`src/rtl/bwm_pkg.sv`:
```
package bwm_pkg;
  typedef struct packed {
    logic gran16;     // bit 1: 16 KB bank unit
    logic split_rel;  // bit 0: upper half relative to its own base
  } bwm_ctrl_t;

  localparam int unsigned IDX_KEY  = 0;
  localparam int unsigned IDX_CTRL = 1;
  localparam int unsigned IDX_PAGE = 2;
endpackage

```
`src/rtl/bwm_rst_sync.sv`:
```
module bwm_rst_sync (
  input  logic clk,
  input  logic rst_n,
  output logic rst_sync_n
);
  logic [1:0] sync_q;

  always_ff @(posedge clk or negedge rst_n) begin
    if (!rst_n) sync_q <= 2'b00;
    else        sync_q <= {sync_q[0], 1'b1};
  end

  assign rst_sync_n = sync_q[1];
endmodule

```
`src/rtl/bwm_regs.sv`:
```
module bwm_regs
  import bwm_pkg::*;
#(
  parameter int unsigned DATA_W    = 8,
  parameter int unsigned PAGE_W    = 8,
  parameter int unsigned NUM_PAGES = 2,
  parameter int unsigned REG_AW    = 2,
  parameter logic [3:0]  KEY_CODE  = 4'h5
) (
  input  logic                            clk,
  input  logic                            rst_n,
  input  logic                            wr_en,
  input  logic                            rd_en,
  input  logic [REG_AW-1:0]               addr,
  input  logic [DATA_W-1:0]               wdata,
  output logic [DATA_W-1:0]               rdata,
  output logic                            unlocked,
  output bwm_ctrl_t                       ctrl,
  output logic [NUM_PAGES-1:0][PAGE_W-1:0] pages
);
  localparam int unsigned CTRL_W = $bits(bwm_ctrl_t);

  logic [DATA_W-1:0] key_q, key_d;
  bwm_ctrl_t         ctrl_q, ctrl_d;
  logic              key_we, ctrl_we;

  assign unlocked = (key_q[3:0] == KEY_CODE);
  assign key_we   = wr_en && (addr == REG_AW'(IDX_KEY));
  assign ctrl_we  = wr_en && unlocked && (addr == REG_AW'(IDX_CTRL));

  always_comb begin
    key_d  = key_q;
    ctrl_d = ctrl_q;
    if (key_we)  key_d  = wdata;
    if (ctrl_we) ctrl_d = bwm_ctrl_t'(wdata[CTRL_W-1:0]);
  end

  always_ff @(posedge clk or negedge rst_n) begin
    if (!rst_n) begin
      key_q  <= '0;
      ctrl_q <= '0;
    end else begin
      key_q  <= key_d;
      ctrl_q <= ctrl_d;
    end
  end

  for (genvar i = 0; i < NUM_PAGES; i++) begin : g_page
    logic              we;
    logic [PAGE_W-1:0] pg_q, pg_d;

    assign we = wr_en && unlocked && (addr == REG_AW'(IDX_PAGE + i));

    always_comb begin
      pg_d = pg_q;
      if (we) pg_d = PAGE_W'(wdata);
    end

    always_ff @(posedge clk or negedge rst_n) begin
      if (!rst_n) pg_q <= '0;
      else        pg_q <= pg_d;
    end

    assign pages[i] = pg_q;
  end

  assign ctrl = ctrl_q;

  always_comb begin
    rdata = '0;
    if (rd_en && unlocked) begin
      if (addr == REG_AW'(IDX_KEY))  rdata = key_q;
      if (addr == REG_AW'(IDX_CTRL)) rdata = DATA_W'(ctrl_q);
      for (int i = 0; i < NUM_PAGES; i++)
        if (addr == REG_AW'(IDX_PAGE + i)) rdata = DATA_W'(pages[i]);
    end
  end

  // a locked write to a guarded register changes nothing
  a_r1_locked_write_ignored: assert property (@(posedge clk) disable iff (!rst_n)
    (wr_en && !unlocked && addr != REG_AW'(IDX_KEY)) |=> ($stable(ctrl_q) && $stable(pages)));

  // writing the key code unlocks on the next cycle
  a_r2_key_unlocks: assert property (@(posedge clk) disable iff (!rst_n)
    (wr_en && addr == REG_AW'(IDX_KEY) && wdata[3:0] == KEY_CODE) |=> unlocked);

  // any other key value locks
  a_r2_key_locks: assert property (@(posedge clk) disable iff (!rst_n)
    (wr_en && addr == REG_AW'(IDX_KEY) && wdata[3:0] != KEY_CODE) |=> !unlocked);
endmodule

```
`src/rtl/bwm_xlate.sv`:
```
module bwm_xlate
  import bwm_pkg::*;
#(
  parameter int unsigned ADDR_W    = 21,
  parameter int unsigned OFF_W     = 16,
  parameter int unsigned PAGE_W    = 8,
  parameter int unsigned NUM_PAGES = 2,
  parameter int unsigned SH_SMALL  = 10,
  parameter int unsigned SH_NORM   = 12,
  parameter int unsigned SH_LARGE  = 14
) (
  input  logic                             host_req,
  input  logic [OFF_W-1:0]                 host_off,
  input  logic                             planar_mode,
  input  bwm_ctrl_t                        ctrl,
  input  logic [NUM_PAGES-1:0][PAGE_W-1:0] pages,
  output logic [ADDR_W-1:0]                map_addr,
  output logic                             map_valid
);
  localparam int unsigned HALF_W = OFF_W - 1;

  logic              upper;
  logic [PAGE_W-1:0] page_sel;
  logic [OFF_W-1:0]  eff_off;
  logic [ADDR_W-1:0] page_ext;
  logic [ADDR_W-1:0] base;

  assign upper    = host_off[OFF_W-1];
  assign page_sel = pages[upper];
  assign page_ext = ADDR_W'(page_sel);

  always_comb begin
    if (upper && ctrl.split_rel) eff_off = {1'b0, host_off[HALF_W-1:0]};
    else                         eff_off = host_off;
  end

  always_comb begin
    if (planar_mode)      base = page_ext << SH_SMALL;
    else if (ctrl.gran16) base = page_ext << SH_LARGE;
    else                  base = page_ext << SH_NORM;
  end

  assign map_valid = host_req;
  assign map_addr  = host_req ? (base + ADDR_W'(eff_off)) : '0;
endmodule

```
`src/rtl/bank_window_mapper.sv`:
```
module bank_window_mapper
  import bwm_pkg::*;
#(
  parameter int unsigned ADDR_W = 21,
  parameter int unsigned OFF_W  = 16,
  parameter int unsigned PAGE_W = 8,
  parameter int unsigned DATA_W = 8,
  parameter int unsigned REG_AW = 2
) (
  input  logic              clk,
  input  logic              rst_n,
  input  logic              reg_wr,
  input  logic              reg_rd,
  input  logic [REG_AW-1:0] reg_addr,
  input  logic [DATA_W-1:0] reg_wdata,
  output logic [DATA_W-1:0] reg_rdata,
  input  logic              planar_mode,
  input  logic              host_req,
  input  logic [OFF_W-1:0]  host_off,
  output logic [ADDR_W-1:0] map_addr,
  output logic              map_valid
);
  localparam int unsigned NUM_PAGES = 2;
  localparam int unsigned SH_NORM   = 12;
  localparam int unsigned LOW_KEEP  = 10;
  localparam int unsigned PAIR_STEP = (1 << (OFF_W - 1)) >> SH_NORM;

  logic                             rst_sync_n;
  logic                             unlocked;
  bwm_ctrl_t                        ctrl;
  logic [NUM_PAGES-1:0][PAGE_W-1:0] pages;

  bwm_rst_sync u_rst (
    .clk        (clk),
    .rst_n      (rst_n),
    .rst_sync_n (rst_sync_n)
  );

  bwm_regs #(
    .DATA_W(DATA_W), .PAGE_W(PAGE_W), .NUM_PAGES(NUM_PAGES), .REG_AW(REG_AW)
  ) u_regs (
    .clk      (clk),
    .rst_n    (rst_sync_n),
    .wr_en    (reg_wr),
    .rd_en    (reg_rd),
    .addr     (reg_addr),
    .wdata    (reg_wdata),
    .rdata    (reg_rdata),
    .unlocked (unlocked),
    .ctrl     (ctrl),
    .pages    (pages)
  );

  bwm_xlate #(
    .ADDR_W(ADDR_W), .OFF_W(OFF_W), .PAGE_W(PAGE_W), .NUM_PAGES(NUM_PAGES),
    .SH_NORM(SH_NORM)
  ) u_xlate (
    .host_req    (host_req),
    .host_off    (host_off),
    .planar_mode (planar_mode),
    .ctrl        (ctrl),
    .pages       (pages),
    .map_addr    (map_addr),
    .map_valid   (map_valid)
  );

  // a locked read returns zero
  a_r11_locked_read_zero: assert property (@(posedge clk) disable iff (!rst_sync_n)
    (reg_rd && !unlocked) |-> (reg_rdata == '0));

  // no access gives no address
  a_r12_idle_quiet: assert property (@(posedge clk) disable iff (!rst_sync_n)
    !host_req |-> (map_addr == '0 && !map_valid));

  // every unit is at least 1 KB, so the low offset bits pass through
  a_r4_low_bits_pass: assert property (@(posedge clk) disable iff (!rst_sync_n)
    host_req |-> (map_addr[LOW_KEEP-1:0] == host_off[LOW_KEEP-1:0]));

  // page 1 = page 0 + 8 with half-relative offsets gives one flat window
  a_r7_seamless_window: assert property (@(posedge clk) disable iff (!rst_sync_n)
    (host_req && ctrl.split_rel && !ctrl.gran16 && !planar_mode &&
     {1'b0, pages[1]} == {1'b0, pages[0]} + (PAGE_W+1)'(PAIR_STEP))
    |-> (map_addr == ADDR_W'((ADDR_W'(pages[0]) << SH_NORM) + ADDR_W'(host_off))));
endmodule

```
`config.mk`:
```
export PLATFORM = sky130hd
export DESIGN_NAME = bank_window_mapper
export DESIGN_NICKNAME = d
export VERILOG_FILES = /design/src/rtl/bwm_pkg.sv /design/src/rtl/bwm_rst_sync.sv /design/src/rtl/bwm_regs.sv /design/src/rtl/bwm_xlate.sv /design/src/rtl/bank_window_mapper.sv
export SDC_FILE = /design/constraint.sdc
export NUM_CORES = 1
export LEC_CHECK = 0
export BUFFER_PORTS_ARGS = -buffer_cell sky130_fd_sc_hd__buf_4
export CORE_ASPECT_RATIO = 1.2
export CORE_MARGIN = 2
export CORE_UTILIZATION = 42
export DETAILED_ROUTE_END_ITERATION = 10
export GPL_ROUTABILITY_DRIVEN = 0
export PLACE_DENSITY = 0.67
export SKIP_LAST_GASP = 1
export SLEW_MARGIN = 20
export SYNTH_ARGS = -nofsm -noshare
export SYNTH_HDL_FRONTEND = slang
export SYNTH_SLANG_ARGS = --single-unit
```
`constraint.sdc`:
```
create_clock -name clk -period 4.4 [get_ports clk]
set_input_delay 0.88 -clock clk [delete_from_list [all_inputs] [get_ports clk]]
set_output_delay 0.88 -clock clk [all_outputs]
set_load 0.02 [all_outputs]
```
==> impl_metrics.ini <==
[timing]
fmaxAchievable_ghz = 0.241
finalHoldViolations = 0
tightest_slew_ns = 0.653
slew_viol_final = 0
rsz0062_at_grt = false
skew_ns = 0.00695
relSlewSlack = 0.563
fin_crit_sh = 0.945
setup_viol = 0
tns_ns = 0
hold_ws_ns = 0.269
min_period_ns = 4.16

[critical_path]
worstSetupPathType = in -> out
cp_max_fo = 14
slowest_delay_ns = 0.49
crit_chain = buf_4 > mux2i_1 > mux2i_1 > nor2_1 > a21oi_1 > ha_1 > o21ai_0 > o21ba_2 > o21ai_0 > or4_1 > a21oi_1 > buf_4
arrival_ns = 3.28
startpoint_type = input port
cpMaxStageDelayCell = or4_1
critPathRequiredTime_ns = 3.52
cp-end-kind = output pin
rrSetupSlack_ns = 2.65

[route]
vias = 1647
drt-initial-drc-count = 89
routedWlPerCell_um = 15.2
top_layer = met4
drt-pass1-iter-count = 4
met3_length_um = 315
drt_wl_total_um = 4600
ant_nets = 0
met2WireLength_um = 2280
wl_met1_um = 1970
post-route-drc-count = 0
via_per_inst = 5.44

[finish]
drive_gt1_frac = 0.449
final_cell_mix = 61 x buf_4, 35 x mux2_2, 27 x dfrtp_1, 17 x nor2_1, 13 x and2_1
fin_nets = 286
n_fill_cell = 436
multi_input_area_um2 = 1280
seqCellArea_um2 = 702
n_antenna_cell = 0
final_common_cell = buf_4
syn_to_final_growth_pct = 25.1

[logic_synthesis]
synth-async-reset-ratio = 1.00
syn_inst = 189
synth_area_leaders = dfrtp_1 34%, mux2_2 19%, mux2i_1 5.4%
yosysTopAreaCell = dfrtp_1
synth-seq-cells = 28
ys_warn_count = 0
synth_edf_count = 0
netlist_area_um2 = 2050
ys.flop_type = dfrtp_1
ys_seq_area_frac = 0.342
yosysTopAreaCellShare = 0.342
syn_area_per_cell_um2 = 10.8
synth.net_count = 228
yosysUniqueCellTypes = 49

[clock_network]
numCtsBuffers = 3
cts.clk_slew.worst_paths_ns = 0.09
cts_hold_buf = 0
root_buffer = clkbuf_8
clockBufferDepth = 2
insertion_delay_ns = 0.27
clock_sinks = 28
cts_resized = 0
cts_tree = done
cts_max_level = 1
postCtsSetupRepairBufs = 0

[global_route]
grt-ovfl-total = 0
grt_pass1_vias = 1553
antenna_found_initial = 0
grt.total_usage = 0.175
grt_max_degree = 27
grt_pass1_wl_um = 7310

[placed_design]
dp_hpwl_um = 3670
port-buffer-count = 61

[die]
pin_count = 62
fp.dieW_um = 67.7
die_y_um = 80.5
fp.dieArea_um2 = 5450
start_util = 0.442
num_rows = 27
core_area_um2 = 4630

[power_and_ir_drop]
power.total_w = 0.000922
p_per_area_nw_per_um2 = 360
ir_drop_uv = 234
leakagePower_nw = 1.22

[run_status]
outcome = completed

[run]
maxCapViolations = 0

[min_path]
hp-class = reg -> async
## synth_stat cells, drive strengths merged (3+ instances only)
master,instances
clkbuf,3
nand2,4
o21ai,7
and3,3
or3,4
ha,6
mux4,4
buf,5
a21oi,6
a22oi,6
and2,13
mux2,36
a211oi,3
dfrtp,28
nor2,18
mux2i,11
## path summary, 6_finish.rpt
check,startpoint,end,cells past startpoint
setup / recovery,host_off[15],map_addr[20],12
hold / removal,u_rst.sync_q[1],u_regs.key_q[1],0
hold reg to reg,u_rst.sync_q[1],u_regs.key_q[1],0
setup reg to reg,u_regs.key_q[1],u_regs.g_page[0].pg_q[4],4
min in group clk,u_rst.sync_q[0],u_rst.sync_q[1],0
max in group asynchronous,u_rst.sync_q[1],u_regs.g_page[1].pg_q[3],0
## worst max-delay path, delay by kind of cell
kind | cells | cell delay [ns]
compound gates | 5 | 0.69
fa+ha+maj | 1 | 0.33
buf+inv | 2 | 0.35
mux | 2 | 0.41
simple gates | 2 | 0.59
## sequential cells by signal (all words and copies together), names as in the netlist
register and count:
u_regs.ctrl 2, u_regs.g_page.pg_q 16, u_regs.key_q 8, u_rst.sync_q 2
## cells by family after synthesis
kind of cell	after synthesis	synth area share
compound gates	30	0.0996
mux	51	0.301
buf+inv	10	0.0324
fa+ha+maj	7	0.0465
other cells	1	0.00183
xor+xnor	4	0.0171
flops	28	0.342
simple gates	58	0.159
## report_power, final
group | leakage, nW | switching, W | internal (W)
clock | 0.0216 | 0.0000771 | 0.0000615
combinational | 0.842 | 0.000183 | 0.000217
sequential | 0.358 | 0.0000671 | 0.000317
total | 1.22 | 0.000327 | 0.000595
## area by class of cell
type / instances / share of cell area
clock buffers: 3 / 0.0161
multi-input cells: 151 / 0.500
inverters: 2 / 0.00293
flip-flops and latches: 28 / 0.274
repair buffers: 61 / 0.179
well taps: 58 / 0.0283
## metrics by stage
stage / utilization / setup slack [ns] / cell area [um^2] / std cells
floorplan: - / 0.342 / 2050 / 189
global placement: 0.544 / 0.307 / 2520 / 300
detailed placement: 0.544 / 0.266 / 2520 / 300
CTS: 0.553 / 0.252 / 2560 / 303
global route: 0.553 / 0.0287 / 2560 / 303
finish: 0.553 / 0.244 / 2560 / 303
## per-layer routing
metal  vias up  global-route usage
met1       773               0.219
met3         6              0.0126
met5         -                   0
li1        806                   -
met2        62               0.320
met4         0              0.0429
Power figures use the tool's default switching activity.
